[config.mk]
export PLATFORM = sky130hd
export DESIGN_NAME = pic_ctrl
export DESIGN_NICKNAME = d
export VERILOG_FILES = /design/src/rtl/pic_pkg.sv /design/src/rtl/pic_cfg.sv /design/src/rtl/pic_resolve.sv /design/src/rtl/pic_service.sv /design/src/rtl/pic_ctrl.sv
export SDC_FILE = /design/constraint.sdc
export NUM_CORES = 1
export LEC_CHECK = 0
export ABC_CLOCK_PERIOD_IN_PS = 4480
export BUFFER_PORTS_ARGS = -buffer_cell sky130_fd_sc_hd__buf_2
export CAP_MARGIN = 30
export CORE_ASPECT_RATIO = 1.5
export CORE_MARGIN = 1.5
export CORE_UTILIZATION = 53
export CTS_CLUSTER_DIAMETER = 150
export DETAILED_ROUTE_END_ITERATION = 10
export PLACE_DENSITY_LB_ADDON = 0.3
export SLEW_MARGIN = 20
export SYNTH_ARGS = -nofsm -noshare
export SYNTH_HDL_FRONTEND = slang
export SYNTH_SLANG_ARGS = --single-unit
export TNS_END_PERCENT = 5
[constraint.sdc]
create_clock -name clk -period 4.48 [get_ports clk]
set_clock_uncertainty 0.2 [all_clocks]
set_input_delay 0.672 -clock clk [delete_from_list [all_inputs] [get_ports clk]]
set_output_delay 0.672 -clock clk [all_outputs]
set_load 0.01 [all_outputs]
[src/rtl/pic_pkg.sv]
package pic_pkg;

    localparam int LINES  = 8;
    localparam int LINE_W = $clog2(LINES);
    localparam int VEC_W  = 8;
    localparam int BASE_W = VEC_W - LINE_W;

    typedef enum logic {
        PRI_NESTED = 1'b0,
        PRI_ROTATE = 1'b1
    } pri_mode_e;

    typedef enum logic [1:0] {
        CFG_MASK = 2'd0,
        CFG_MODE = 2'd1,
        CFG_BASE = 2'd2,
        CFG_EOI  = 2'd3
    } cfg_addr_e;

    typedef struct packed {
        logic              hit;
        logic [LINE_W-1:0] idx;
    } pick_t;

    // rotate right so that bit s lands at position 0
    function automatic logic [LINES-1:0] rot_r(input logic [LINES-1:0] v,
                                               input logic [LINE_W-1:0] s);
        logic [2*LINES-1:0] d;
        d = {v, v} >> s;
        return d[LINES-1:0];
    endfunction

    // lowest set position wins
    function automatic pick_t first_set(input logic [LINES-1:0] v);
        pick_t p;
        p.hit = 1'b0;
        p.idx = '0;
        for (int i = LINES - 1; i >= 0; i--) begin
            if (v[i]) begin
                p.hit = 1'b1;
                p.idx = LINE_W'(i);
            end
        end
        return p;
    endfunction

endpackage

[src/rtl/pic_cfg.sv]
module pic_cfg
    import pic_pkg::*;
(
    input  logic              clk,
    input  logic              rst,
    input  logic              we,
    input  logic [1:0]        addr,
    input  logic [VEC_W-1:0]  wdata,
    output logic [LINES-1:0]  mask_q,
    output pri_mode_e         mode_q,
    output logic [BASE_W-1:0] base_q,
    output logic              eoi
);

    always_ff @(posedge clk) begin
        if (rst) begin
            mask_q <= '1;
            mode_q <= PRI_NESTED;
            base_q <= '0;
        end else if (we) begin
            case (cfg_addr_e'(addr))
                CFG_MASK: mask_q <= wdata[LINES-1:0];
                CFG_MODE: mode_q <= pri_mode_e'(wdata[0]);
                CFG_BASE: base_q <= wdata[VEC_W-1:LINE_W];
                default:  ;
            endcase
        end
    end

    assign eoi = we && (cfg_addr_e'(addr) == CFG_EOI);

endmodule

[src/rtl/pic_resolve.sv]
module pic_resolve
    import pic_pkg::*;
(
    input  logic [LINES-1:0]  req,
    input  logic [LINES-1:0]  mask,
    input  logic [LINES-1:0]  isr,
    input  pri_mode_e         mode,
    input  logic [LINE_W-1:0] lo,
    output pick_t             win,
    output pick_t             top,
    output logic              eligible
);

    logic [LINE_W-1:0] start;
    pick_t             pr;
    pick_t             pt;

    always_comb begin
        start    = (mode == PRI_ROTATE) ? LINE_W'(lo + 1'b1) : '0;
        pr       = first_set(rot_r(req & ~mask, start));
        pt       = first_set(rot_r(isr, start));
        win.hit  = pr.hit;
        win.idx  = LINE_W'(pr.idx + start);
        top.hit  = pt.hit;
        top.idx  = LINE_W'(pt.idx + start);
        // ranks are the rotated positions: smaller is stronger
        eligible = pr.hit && (!pt.hit || (pr.idx < pt.idx));
    end

endmodule

[src/rtl/pic_service.sv]
module pic_service
    import pic_pkg::*;
(
    input  logic              clk,
    input  logic              rst,
    input  logic              ack,
    input  pick_t             win,
    input  pick_t             top,
    input  logic              eoi,
    input  pri_mode_e         mode,
    input  logic [BASE_W-1:0] base,
    input  logic              casc_hit,
    output logic [LINES-1:0]  isr_q,
    output logic [LINE_W-1:0] lo_q,
    output logic [VEC_W-1:0]  vec_q,
    output logic              vec_oe_q,
    output logic              casc_q
);

    logic [LINES-1:0] set_v;
    logic [LINES-1:0] clr_v;

    for (genvar g = 0; g < LINES; g++) begin : g_line
        assign set_v[g] = ack && (win.idx == LINE_W'(g));
        assign clr_v[g] = eoi && top.hit && (top.idx == LINE_W'(g));
    end

    always_ff @(posedge clk) begin
        if (rst) begin
            isr_q    <= '0;
            lo_q     <= '1;
            vec_q    <= '0;
            vec_oe_q <= 1'b0;
            casc_q   <= 1'b0;
        end else begin
            isr_q    <= (isr_q | set_v) & ~clr_v;
            vec_oe_q <= ack;
            if (eoi && top.hit && mode == PRI_ROTATE)
                lo_q <= top.idx;
            if (ack) begin
                vec_q  <= {base, win.idx};
                casc_q <= casc_hit;
            end
        end
    end

    p_ack_marks_r4: assert property (@(posedge clk) disable iff (rst)
        ack |=> (vec_oe_q && isr_q[$past(win.idx)]));

    p_eoi_one_r6: assert property (@(posedge clk) disable iff (rst)
        (eoi && top.hit && !ack) |=> ($countones(isr_q) == $countones($past(isr_q)) - 1));

    p_rot_lowest_r7: assert property (@(posedge clk) disable iff (rst)
        (eoi && top.hit && mode == PRI_ROTATE) |=> (lo_q == $past(top.idx)));

endmodule

[src/rtl/pic_ctrl.sv]
module pic_ctrl
    import pic_pkg::*;
#(
    parameter bit          CASC_EN   = 1'b1,
    parameter int unsigned CASC_LINE = 2
) (
    input  logic             clk,
    input  logic             rst,
    input  logic [LINES-1:0] irq_i,
    output logic             int_o,
    input  logic             inta_i,
    output logic [VEC_W-1:0] vec_o,
    output logic             vec_oe_o,
    output logic             slv_inta_o,
    input  logic [VEC_W-1:0] slv_vec_i,
    input  logic             cfg_we,
    input  logic [1:0]       cfg_addr,
    input  logic [VEC_W-1:0] cfg_wdata
);

    localparam logic [LINE_W-1:0] CASC_IDX = LINE_W'(CASC_LINE);

    logic [LINES-1:0]  req_q;
    logic [LINES-1:0]  mask_q;
    pri_mode_e         mode_q;
    logic [BASE_W-1:0] base_q;
    logic              eoi;
    logic [LINES-1:0]  isr_q;
    logic [LINE_W-1:0] lo_q;
    logic [VEC_W-1:0]  vec_q;
    logic              casc_q;
    logic              casc_hit;
    logic              eligible;
    logic              ack;
    pick_t             win;
    pick_t             top;

    always_ff @(posedge clk) begin
        if (rst) req_q <= '0;
        else     req_q <= irq_i;
    end

    pic_cfg u_cfg (
        .clk    (clk),
        .rst    (rst),
        .we     (cfg_we),
        .addr   (cfg_addr),
        .wdata  (cfg_wdata),
        .mask_q (mask_q),
        .mode_q (mode_q),
        .base_q (base_q),
        .eoi    (eoi)
    );

    pic_resolve u_res (
        .req      (req_q),
        .mask     (mask_q),
        .isr      (isr_q),
        .mode     (mode_q),
        .lo       (lo_q),
        .win      (win),
        .top      (top),
        .eligible (eligible)
    );

    assign int_o = eligible;
    assign ack   = inta_i && eligible;

    if (CASC_EN) begin : g_casc
        assign casc_hit   = (win.idx == CASC_IDX);
        assign slv_inta_o = ack && casc_hit;
        assign vec_o      = casc_q ? slv_vec_i : vec_q;
    end else begin : g_solo
        assign casc_hit   = 1'b0;
        assign slv_inta_o = 1'b0;
        assign vec_o      = vec_q;
    end

    pic_service u_svc (
        .clk      (clk),
        .rst      (rst),
        .ack      (ack),
        .win      (win),
        .top      (top),
        .eoi      (eoi),
        .mode     (mode_q),
        .base     (base_q),
        .casc_hit (casc_hit),
        .isr_q    (isr_q),
        .lo_q     (lo_q),
        .vec_q    (vec_q),
        .vec_oe_q (vec_oe_o),
        .casc_q   (casc_q)
    );

    p_masked_quiet_r2: assert property (@(posedge clk) disable iff (rst)
        ((req_q & ~mask_q) == '0) |-> !int_o);

    p_casc_forward_r9: assert property (@(posedge clk) disable iff (rst)
        slv_inta_o |=> (vec_oe_o && vec_o == slv_vec_i));

    p_vec_base_r8: assert property (@(posedge clk) disable iff (rst)
        (vec_oe_o && !casc_q) |-> (vec_o[VEC_W-1:LINE_W] == $past(base_q)));

    p_ack_ignored_r10: assert property (@(posedge clk) disable iff (rst)
        (inta_i && !int_o) |=> !vec_oe_o);

endmodule

==> run summary, run 1 <==
Row cnt: 34
Total gr overflow: 0
Die Area: 0.00635 mm^2
Syn Area/Cell: 10.1 um^2
Area of the multi-input gates: 0.00227 mm^2
Critical path arrival: 3.53 ns
Peak VDD IR: 0.316 mV
Fraction of layout cells with a size suffix above 1: 41.4%
WP data required: 3.61 ns
Final Max Tran Viols: 0
FF/Latch Area: 866 um^2
Die Ht: 96.8 um
RD Place Congestion: 0.849
CTS root buf: clkbuf_8
CTS max path bufs: 2
CTS Sinks: 43
Post-synthesis instance total: 307
Fin cells: 449
Post-synth net total: 344
Area grow syn2layout: 25.3%
Synth top area share: 27.7%
Antenna violations before repair: 0
First-pass GRT wire length: 12800 um
Yosys cell types: 49
PortBufs: 40
Power Density: 208 mW/mm^2
Type of origin of the critical path: register
Fin. Hold Viols: 0
Layout fillers: 462
Util after Layout: 67.9%
Pre-antenna DRT Iters: 4
Cell with the most instances after synthesis: mux2i_1
Via count: 2737
Placed cells: 418
DRC: 0
Nets: 413
Hold-fix buffers, CTS: 0
GRT Util Overall: 25.8%
Synth top area cells: dfxtp_1, mux4_2, mux2i_1, nand2_1, mux2_2
Die width: 65.6 um
Post-Syn Area: 0.00311 mm^2
Synthesized flop and latch total: 43
Status: complete, no violations
Max Cap Violations: 0
RSZ-0062 raised after global routing: true
H-tree depth: 2
Reg clk slew, reported paths: 0.09 ns
Final min period: 4.41 ns
Critical path class: reg2out
Ant diodes: 0
Clk Latency, worst-skew pair: 0.30 ns
Ys async rst share: 0%
Top cells by count, synth: mux2i_1, dfxtp_1, nand2_1, mux4_2, nor2b_1
Number of global-route vias before repair: 2848
Post-DP HPWL: 5740 um
Relative slew slack: 52.6%
Warnings from Yosys: 0
Effective utilization at floorplan: 54.2%
Setup violators final: 0
Largest net degree at the start of global routing: 28
Max Freq: 0.227 GHz
Top Ports: 41
Leakage power: 1.58 nW
Cell taking the most area after synthesis: dfxtp_1
Most used flip-flop cell after synthesis: dfxtp_1
Final worst-path cycle share: 98.4%
Sequential fraction of the synthesis area: 27.7%
Number of CTS-inserted buffers: 5
Drt via density: 6.10
Core box area: 0.00574 mm^2
Critical Path Fanout Max: 7
Min-Delay Path Class: reg2reg
Worst-Margin Slew: 0.706 ns
Post-synth EDFFs: 0
DRT antenna net count: 0
CTS tree: yes
Routed WL: 7880 um
WL per Instance: 17.6 um
Critical path endpoint category: output pin
Initial DRC count: 104
[layer usage]
| layer | global-route usage, % | part of all wire, % | vias to the layer above |
|---|---|---|---|
| li1 | - | - | 1282 |
| met5 | 0 | 0 | - |
| met4 | 13.6 | 2.4 | 0 |
| met3 | 4.19 | 4.5 | 19 |
| met1 | 28.1 | 38 | 1344 |
| met2 | 46.4 | 55 | 92 |
[path summary, 6_finish.rpt]
kind / slack, ns / cells past startpoint / endpoint / from
hold reg to reg: 0.26 / 2 / u_svc.vec_q[0]$_SDFFE_PP0P_ / u_svc.vec_q[0]$_SDFFE_PP0P_
setup reg to reg: 0.13 / 15 / u_svc.isr_q[4]$_SDFF_PP0_ / u_svc.lo_q[0]$_SDFFE_PP1P_
hold / removal: 0.26 / 2 / u_svc.vec_q[0]$_SDFFE_PP0P_ / u_svc.vec_q[0]$_SDFFE_PP0P_
setup / recovery: 0.07 / 15 / slv_inta_o / u_svc.lo_q[0]$_SDFFE_PP1P_
[critical path, cell delays in order, from the launching register on]
cell and delay (ns):
dfxtp_2 0.36, ha_4 0.17, xor2_2 0.16, nand2_4 0.14
buf_4 0.13, mux4_2 0.54, a21oi_2 0.19, a21oi_2 0.09
nor2_1 0.11, ha_1 0.16, inv_1 0.05, fa_1 0.40
xor2_2 0.24, xnor2_2 0.16, and3_1 0.20, buf_2 0.13
[timing repair]
action,in CTS,in global routing
buffers inserted,15,7
gates resized for setup,16,31
endpoints found under the hold margin,0,0
endpoints found under the setup margin,3,9
cloned,1,0
pin swaps,4,11
[layout make-up]
cell class                 count  share of cell area, %
multi-input combinational    243                   58.3
sequential                    43                   22.2
timing repair buffer          78                   13.7
tap                           72                   2.31
clock buffer                   5                   1.77
clock inverter                 3                   1.22
inverter                       5                  0.482
[registers in the layout, summed over array words and instances (netlist names)]
| register | flops |
|---|---|
| u_svc.casc_q | 1 |
| req_q | 8 |
| u_svc.vec_q | 8 |
| u_svc.lo_q | 3 |
| u_svc.vec_oe_q | 1 |
| u_cfg.mask_q | 8 |
| u_svc.isr_q | 8 |
| u_cfg.mode_q | 1 |
| u_cfg.base_q | 5 |
[cell families (layout without fill, tap and decap cells)]
kind of cell               count (synthesis)  after routing  share of synthesized area (%)
AOI/OAI and AO/OA                         39             39                           9.37
xor gates and xnor gates                   6              6                           1.93
adders and majority gates                  7              7                           3.30
buffers and inverters                     22             91                           4.26
DFF                                       43             43                           27.7
muxes                                     80             80                           35.1
and+or+nand+nor                          110            111                           18.4
[power by group]
| group | switching [mW] | total, mW | internal [mW] |
|---|---|---|---|
| registers | 0.00697 | 0.399 | 0.392 |
| clock network | 0.143 | 0.312 | 0.169 |
| logic | 0.0511 | 0.101 | 0.0503 |
| total | 0.201 | 0.812 | 0.611 |
[per-stage QoR]
| stage | area, um^2 | hold WS, ns | power, mW | worst slack [ns] | setup TNS (ns) |
|---|---|---|---|---|---|
| floorplan | 3110 | 0.232 | 0.463 | 0.107 | 0 |
| global placement | 3420 | 0.245 | 0.495 | 0.132 | 0 |
| detailed placement | 3420 | 0.249 | 0.497 | 0.0391 | 0 |
| CTS | 3710 | 0.266 | 0.811 | 0.00299 | 0 |
| global route | 3900 | 0.293 | 0.846 | -0.0937 | -0.143 |
| finish | 3900 | 0.262 | 0.812 | 0.0734 | 0 |
[placed cells by master (no fill, tap or decap), types with 3 or more instances in the layout]
master and instances:
a21oi_2 3, a221oi_1 7, buf_2 40, buf_4 31, buf_6 4, clkbuf_8 5, dfxtp_1 41, inv_1 3
mux2_2 10, mux2i_1 34, mux2i_2 12, mux4_2 22, nand2_1 36, nand2b_1 9, nand3_1 4, nand3b_1 3
nand4_1 4, nand4b_1 4, nor2_1 15, nor2b_1 16, nor3_1 4, o211ai_1 5, o21ai_1 10
No activity file was read; power rests on OpenSTA's default activity.
==> run 2, diff against run 1 <==
Settings changed: PLACE_DENSITY set to 0.87, PLACE_DENSITY_LB_ADDON 0.3 to not set.
==> run 2 against run 1 <==
  * The flow now finishes with violations (setup timing)
  * Combinational power about the same
  * Global-route usage down 0.48 points
  * Cell count down 1.8%
  * Critical endpoint unchanged
  * Flip-flop and latch count unchanged
  * Total power down 5.1%
  * Via count up 4.8%
==> run summary, run 2 (synthesized netlist as in run 1, its figures left out) <==
CTS max path bufs: 2 (unchanged)
Critical path arrival: 3.65 ns (+0.12 ns)
Min-Delay Path Class: reg2reg
Antenna violations before repair: 0 (unchanged)
Final Max Tran Viols: 0 (unchanged)
Max Cap Violations: 0 (unchanged)
Util after Layout: 67.8% (about the same)
Setup violators final: 1 (+1)
PortBufs: 40 (unchanged)
Die Area: 0.00635 mm^2 (unchanged)
RD Place Congestion: 0.842 (-0.80%)
Effective utilization at floorplan: 54.2% (unchanged)
CTS Sinks: 43 (unchanged)
Ant diodes: 0 (unchanged)
Relative slew slack: 50.8% (-1.8 points)
Die Ht: 96.8 um (unchanged)
Register-to-register setup slack: 0.12 ns (about the same)
Via count: 2868 (+4.8%)
Core box area: 0.00574 mm^2 (unchanged)
CTS root buf: clkbuf_8
Clk Latency, worst-skew pair: 0.30 ns (about the same)
Largest net degree at the start of global routing: 28 (unchanged)
Most frequent cells in the layout: dfxtp_1, buf_2, nand2_1
Critical path endpoint category: output pin
Failing checks: setup timing
Power Density: 198 mW/mm^2 (-5.0%)
Number of global-route vias before repair: 2724 (-4.4%)
WP data required: 3.61 ns (about the same)
Drt via density: 6.50 (+6.7%)
Nets: 406 (-1.7%)
Number of CTS-inserted buffers: 5 (unchanged)
Area grow syn2layout: 25.2% (about the same)
Reg clk slew, reported paths: 0.08 ns (about the same)
DRC: 0 (unchanged)
Critical path class: reg2out
Fraction of layout cells with a size suffix above 1: 39.8% (-1.5 points)
Status: finished with violations
DRT antenna net count: 0 (unchanged)
Final worst setup slack: -0.0415 ns (-0.115 ns)
Fin. Hold Viols: 0 (unchanged)
Die width: 65.6 um (unchanged)
Commonest non-fill, non-tap cell in the layout: dfxtp_1
GRT Util Overall: 25.4% (-0.48 points)
H-tree depth: 2 (unchanged)
Final min period: 4.52 ns (+0.115 ns)
Hold-fix buffers, CTS: 0 (unchanged)
First-pass GRT wire length: 12700 um (-0.92%)
Peak VDD IR: 0.267 mV (-15%)
Worst-Margin Slew: 0.734 ns (+0.0275 ns)
WL per Instance: 20.5 um (+17%)
CTS tree: yes
Initial DRC count: 231 (+120%)
Critical Path Fanout Max: 5 (-2)
Row cnt: 34 (unchanged)
Pre-antenna DRT Iters: 5 (+1)
Post-DP HPWL: 5470 um (-4.7%)
Max Freq: 0.221 GHz (-2.5%)
Top Ports: 41 (unchanged)
Final worst-path cycle share: 101% (+2.6 points)
Power, Total: 0.771 mW (-5.1%)
Routed WL: 9050 um (+15%)
Total gr overflow: 0 (unchanged)
Type of origin of the critical path: register
Leakage power: 1.55 nW (-2.2%)
RSZ-0062 raised after global routing: true
run 2: report_power, final:
group	leakage, nW	internal (mW)	switching, mW
Combinational	1.15	0.0503	0.0541
Sequential	0.351	0.392	0.00869
Clock	0.0477	0.124	0.142
Total	1.55	0.566	0.205
run 2: area by class of cell:
type / count / area (um^2)
fillers: 394 / 1850
repair buffers: 71 / 490
clock buffers: 6 / 82.6
inverters: 5 / 18.8
clock inverters: 1 / 8.76
flip-flops and latches: 43 / 866
well taps: 72 / 90.1
multi-input cells: 243 / 2340
run 2: stage by stage:
step / worst slack [ns] / TNS (ns) / area, um^2 / hold WS (ns) / cells
CTS: 0.00204 / 0 / 3580 / 0.268 / 425
finish: -0.0415 / -0.0415 / 3890 / 0.265 / 441
global placement: 0.185 / 0 / 3370 / 0.244 / 410
global route: -0.164 / -0.300 / 3890 / 0.275 / 441
floorplan: 0.107 / 0 / 3110 / 0.232 / 307
detailed placement: 0.0182 / 0 / 3370 / 0.254 / 410
run 2: worst paths after layout:
kind,from,to,cells past startpoint
setup / recovery,u_svc.lo_q[1]$_SDFFE_PP1P_,slv_inta_o,15
hold reg to reg,u_svc.vec_q[3]$_SDFFE_PP0P_,u_svc.vec_q[3]$_SDFFE_PP0P_,2
setup reg to reg,u_svc.lo_q[0]$_SDFFE_PP1P_,u_svc.isr_q[6]$_SDFF_PP0_,15
hold / removal,u_svc.vec_q[3]$_SDFFE_PP0P_,u_svc.vec_q[3]$_SDFFE_PP0P_,2
run 2: metal layers:
| metal | GRT usage (%) | vias to the layer above | wire (um) |
|---|---|---|---|
| li1 | - | 1275 | - |
| met5 | 0 | - | 0 |
| met2 | 43.2 | 185 | 4880 |
| met4 | 12.3 | 0 | 350 |
| met3 | 4.53 | 38 | 612 |
| met1 | 30.0 | 1370 | 3210 |
run 2: timing repair:
item / in CTS / in global routing
setup endpoints to repair: 4 / 2
gates cloned: 1 / 0
gates resized for setup: 12 / 37
pin swaps: 3 / 15
buffers inserted: 7 / 16
run 2: critical path, stage by stage (launching register included):
cell and delay [ns]:
dfxtp_1 0.40, ha_2 0.23, xor2_2 0.23, nand2_2 0.16
buf_4 0.17, mux4_2 0.47, a21oi_2 0.14, a21oi_2 0.08
nor2_1 0.12, ha_1 0.15, inv_1 0.05, fa_2 0.43
xor2_4 0.19, xnor2_2 0.20, and3_1 0.18, buf_2 0.12
==> run 3, diff against run 2 <==
Settings changed: CELL_PAD_IN_SITES_DETAIL_PLACEMENT set to 2, CELL_PAD_IN_SITES_GLOBAL_PLACEMENT set to 2, CORE_ASPECT_RATIO 1.5 to 0.9, CORE_UTILIZATION 53 to 34.
==> run 3 against run 2 <==
  * The run still ends with setup timing left
  * Worst setup slack worse by 0.24 ns
  * Critical path type unchanged
  * Worst hold slack better by 0.026 ns
  * Critical path depth is 1 lower
  * Critical endpoint unchanged
  * Flip-flop and latch count is the same
  * Wire length is 79% higher
  * Final area grew 9.1%
  * Maximum frequency decreased by 5.0%
  * Non-clock buffer count increased by 17
  * Cell count is 15% higher
  * Die area up 53%
  * Via count increased by 12%
  * Sequential share of layout area shrank 1.8 points
==> run summary, run 3 (synthesized netlist as in run 1, its figures left out) <==
Status: finished with violations
Failing checks: setup timing
Power share of the combinational group: 15.0% (+1.5 points)
Pre-antenna DRT Iters: 4 (-1)
Fin. Hold Viols: 0 (unchanged)
WP data required: 3.61 ns (about the same)
Critical Path Fanout Max: 4 (-1)
Initial DRC count: 233 (+0.87%)
Peak VDD IR: 0.259 mV (-3.2%)
Area grow syn2layout: 36.6%
Leakage power: 1.67 nW (+7.7%)
Layout fillers: 919 (+130%)
Die width: 104 um (+58%)
RD Place Congestion: 0.792 (-5.9%)
Placed Area: 0.00346 mm^2 (+2.7%)
Relative slew slack: 47.5% (-3.2 points)
Hold_ws: 0.291 ns (+0.0256 ns)
Antenna violations before repair: 1 (+1)
Max Cap Violations: 0 (unchanged)
Max Freq: 0.210 GHz (-5.0%)
Cell family with most CP delay: multiplexers
DRT antenna net count: 0 (unchanged)
Power Density: 205 mW/mm^2 (+3.4%)
Effective utilization at floorplan: 35.6% (-19 points)
Sequential share of power: 46.3% (-5.7 points)
WL per Instance: 32.0 um (+56%)
Nets: 423 (+4.2%)
Die Ht: 93.7 um (-3.2%)
Row cnt: 32 (-5.9%)
Critical-path cell list: nand2b_1 > mux2i_4 > mux4_2 > buf_6 > a21oi_4 > a21oi_2 > nor2_1 > ha_2 > inv_2 > fa_2 > xor2_4 > xnor2_2 > and3_1 > buf_2
Final Max Tran Viols: 0 (unchanged)
Critical path arrival: 3.89 ns (+0.24 ns)
Setup TNS: -1.01 ns (-0.973 ns)
Clk Latency, worst-skew pair: 0.32 ns (+0.02 ns)
Setup violators final: 8 (+7)
GRT Util Overall: 28.3% (+2.9 points)
Type of origin of the critical path: register
Post-DP HPWL: 7840 um (+43%)
DRC: 0 (unchanged)
CTS root buf: clkbuf_8
CP bufs+invs: 3 (unchanged)
Sw frac: 29.2% (+2.6 points)
Routed WL: 16200 um (+79%)
Worst-Margin Slew: 0.782 ns (+0.0484 ns)
H-tree depth: 2 (unchanged)
Min-Delay Path Class: reg2reg
Final worst-path cycle share: 106% (+5.3 points)
Die Area: 0.00973 mm^2 (+53%)
Hold-fix buffers, CTS: 0 (unchanged)
First-pass GRT wire length: 20600 um (+62%)
RSZ-0062 raised after global routing: true
CP max-delay cell: mux4_2
Util after Layout: 48.7% (-19 points)
Psw: 0.254 mW (+24%)
Number of CTS-inserted buffers: 5 (unchanged)
PortBufs: 40 (unchanged)
Via count: 3220 (+12%)
Clock power share: 38.6% (+4.1 points)
Fraction of layout cells with a size suffix above 1: 47.8% (+8.0 points)
Reg clk slew, reported paths: 0.11 ns (+0.03 ns)
Final worst setup slack: -0.279 ns (-0.238 ns)
Number of global-route vias before repair: 3295 (+21%)
CTS Sinks: 43 (unchanged)
Critical path endpoint category: output pin
Internal power: 0.616 mW (+8.8%)
Total gr overflow: 0 (unchanged)
Core box area: 0.00873 mm^2 (+52%)
Top Ports: 41 (unchanged)
CTS tree: yes
CTS max path bufs: 2 (unchanged)
Final min period: 4.76 ns (+0.238 ns)
Design Area, Final: 0.00425 mm^2 (+9.1%)
Drt via density: 6.35 (-2.3%)
Most frequent cells in the layout: buf_4, dfxtp_1, buf_2
Critical path class: reg2out
Max stage delay on crit path: 0.59 ns (+0.12 ns)
Largest net degree at the start of global routing: 28 (unchanged)
## run 3: final cells by class
type / instances / area, um^2 / area share [%]
multi-input combinational: 243 / 2480 / 58.3
sequential: 43 / 868 / 20.4
timing repair buffer: 88 / 619 / 14.6
tap: 119 / 149 / 3.50
clock buffer: 5 / 68.8 / 1.62
clock inverter: 3 / 46.3 / 1.09
inverter: 5 / 18.8 / 0.442
antenna: 1 / 2.50 / 0.0589
## run 3: final timing paths
| check | startpoint | end | slack (ns) | cells after the start |
|---|---|---|---|---|
| max reg2reg | u_svc.lo_q[0]$_SDFFE_PP1P_ | u_svc.isr_q[5]$_SDFF_PP0_ | -0.17 | 15 |
| min | u_svc.vec_q[3]$_SDFFE_PP0P_ | u_svc.vec_q[3]$_SDFFE_PP0P_ | 0.29 | 2 |
| max | u_cfg.mask_q[4]$_SDFFE_PP1P_ | slv_inta_o | -0.28 | 14 |
| min reg2reg | u_svc.vec_q[3]$_SDFFE_PP0P_ | u_svc.vec_q[3]$_SDFFE_PP0P_ | 0.29 | 2 |
## run 3: worst reg2reg max path: stages, from the launching register on
cell and delay, ns:
dfxtp_4 0.39, and2b_4 0.40, buf_12 0.23, mux2_1 0.39, mux4_2 0.48, a211oi_1 0.23, o21ai_1 0.14, and2_1 0.18
ha_1 0.18, inv_1 0.10, fa_2 0.54, nand3_1 0.19, nor2_1 0.11, a221oi_2 0.37, nand4_1 0.20, o21ai_1 0.23
## run 3: timing repair
item                       4_1_cts  5_1_grt
setup buffers                   14       21
gates resized for setup         26       57
setup endpoints to repair        9       10
gates cloned                     1        0
pin swaps                        9       22
## run 3: power groups by stage
stage	combinational [mW]	sequential, mW	clock, mW
detailed placement	0.0941	0.409	0
CTS	0.104	0.400	0.327
finish	0.131	0.403	0.336
global placement	0.0873	0.408	0
floorplan	0.0576	0.406	0
global route	0.135	0.403	0.347
## run 3: layer usage
metal | track usage (%) | vias to the layer above | share of wire [%]
met2 | 51.7 | 206 | 49
met3 | 5.69 | 56 | 5.8
li1 | - | 1304 | -
met1 | 32.1 | 1654 | 41
met4 | 12.6 | 0 | 4.1
met5 | 0 | - | 0
## run 3: through the flow
stage	total power [mW]	std cells	setup slack [ns]
after floorplan	0.463	307	0.107
after global placement	0.495	463	0.212
after detailed placement	0.503	463	-0.0754
after CTS	0.831	485	0.00763
after global routing	0.886	507	-0.341
final	0.870	507	-0.279
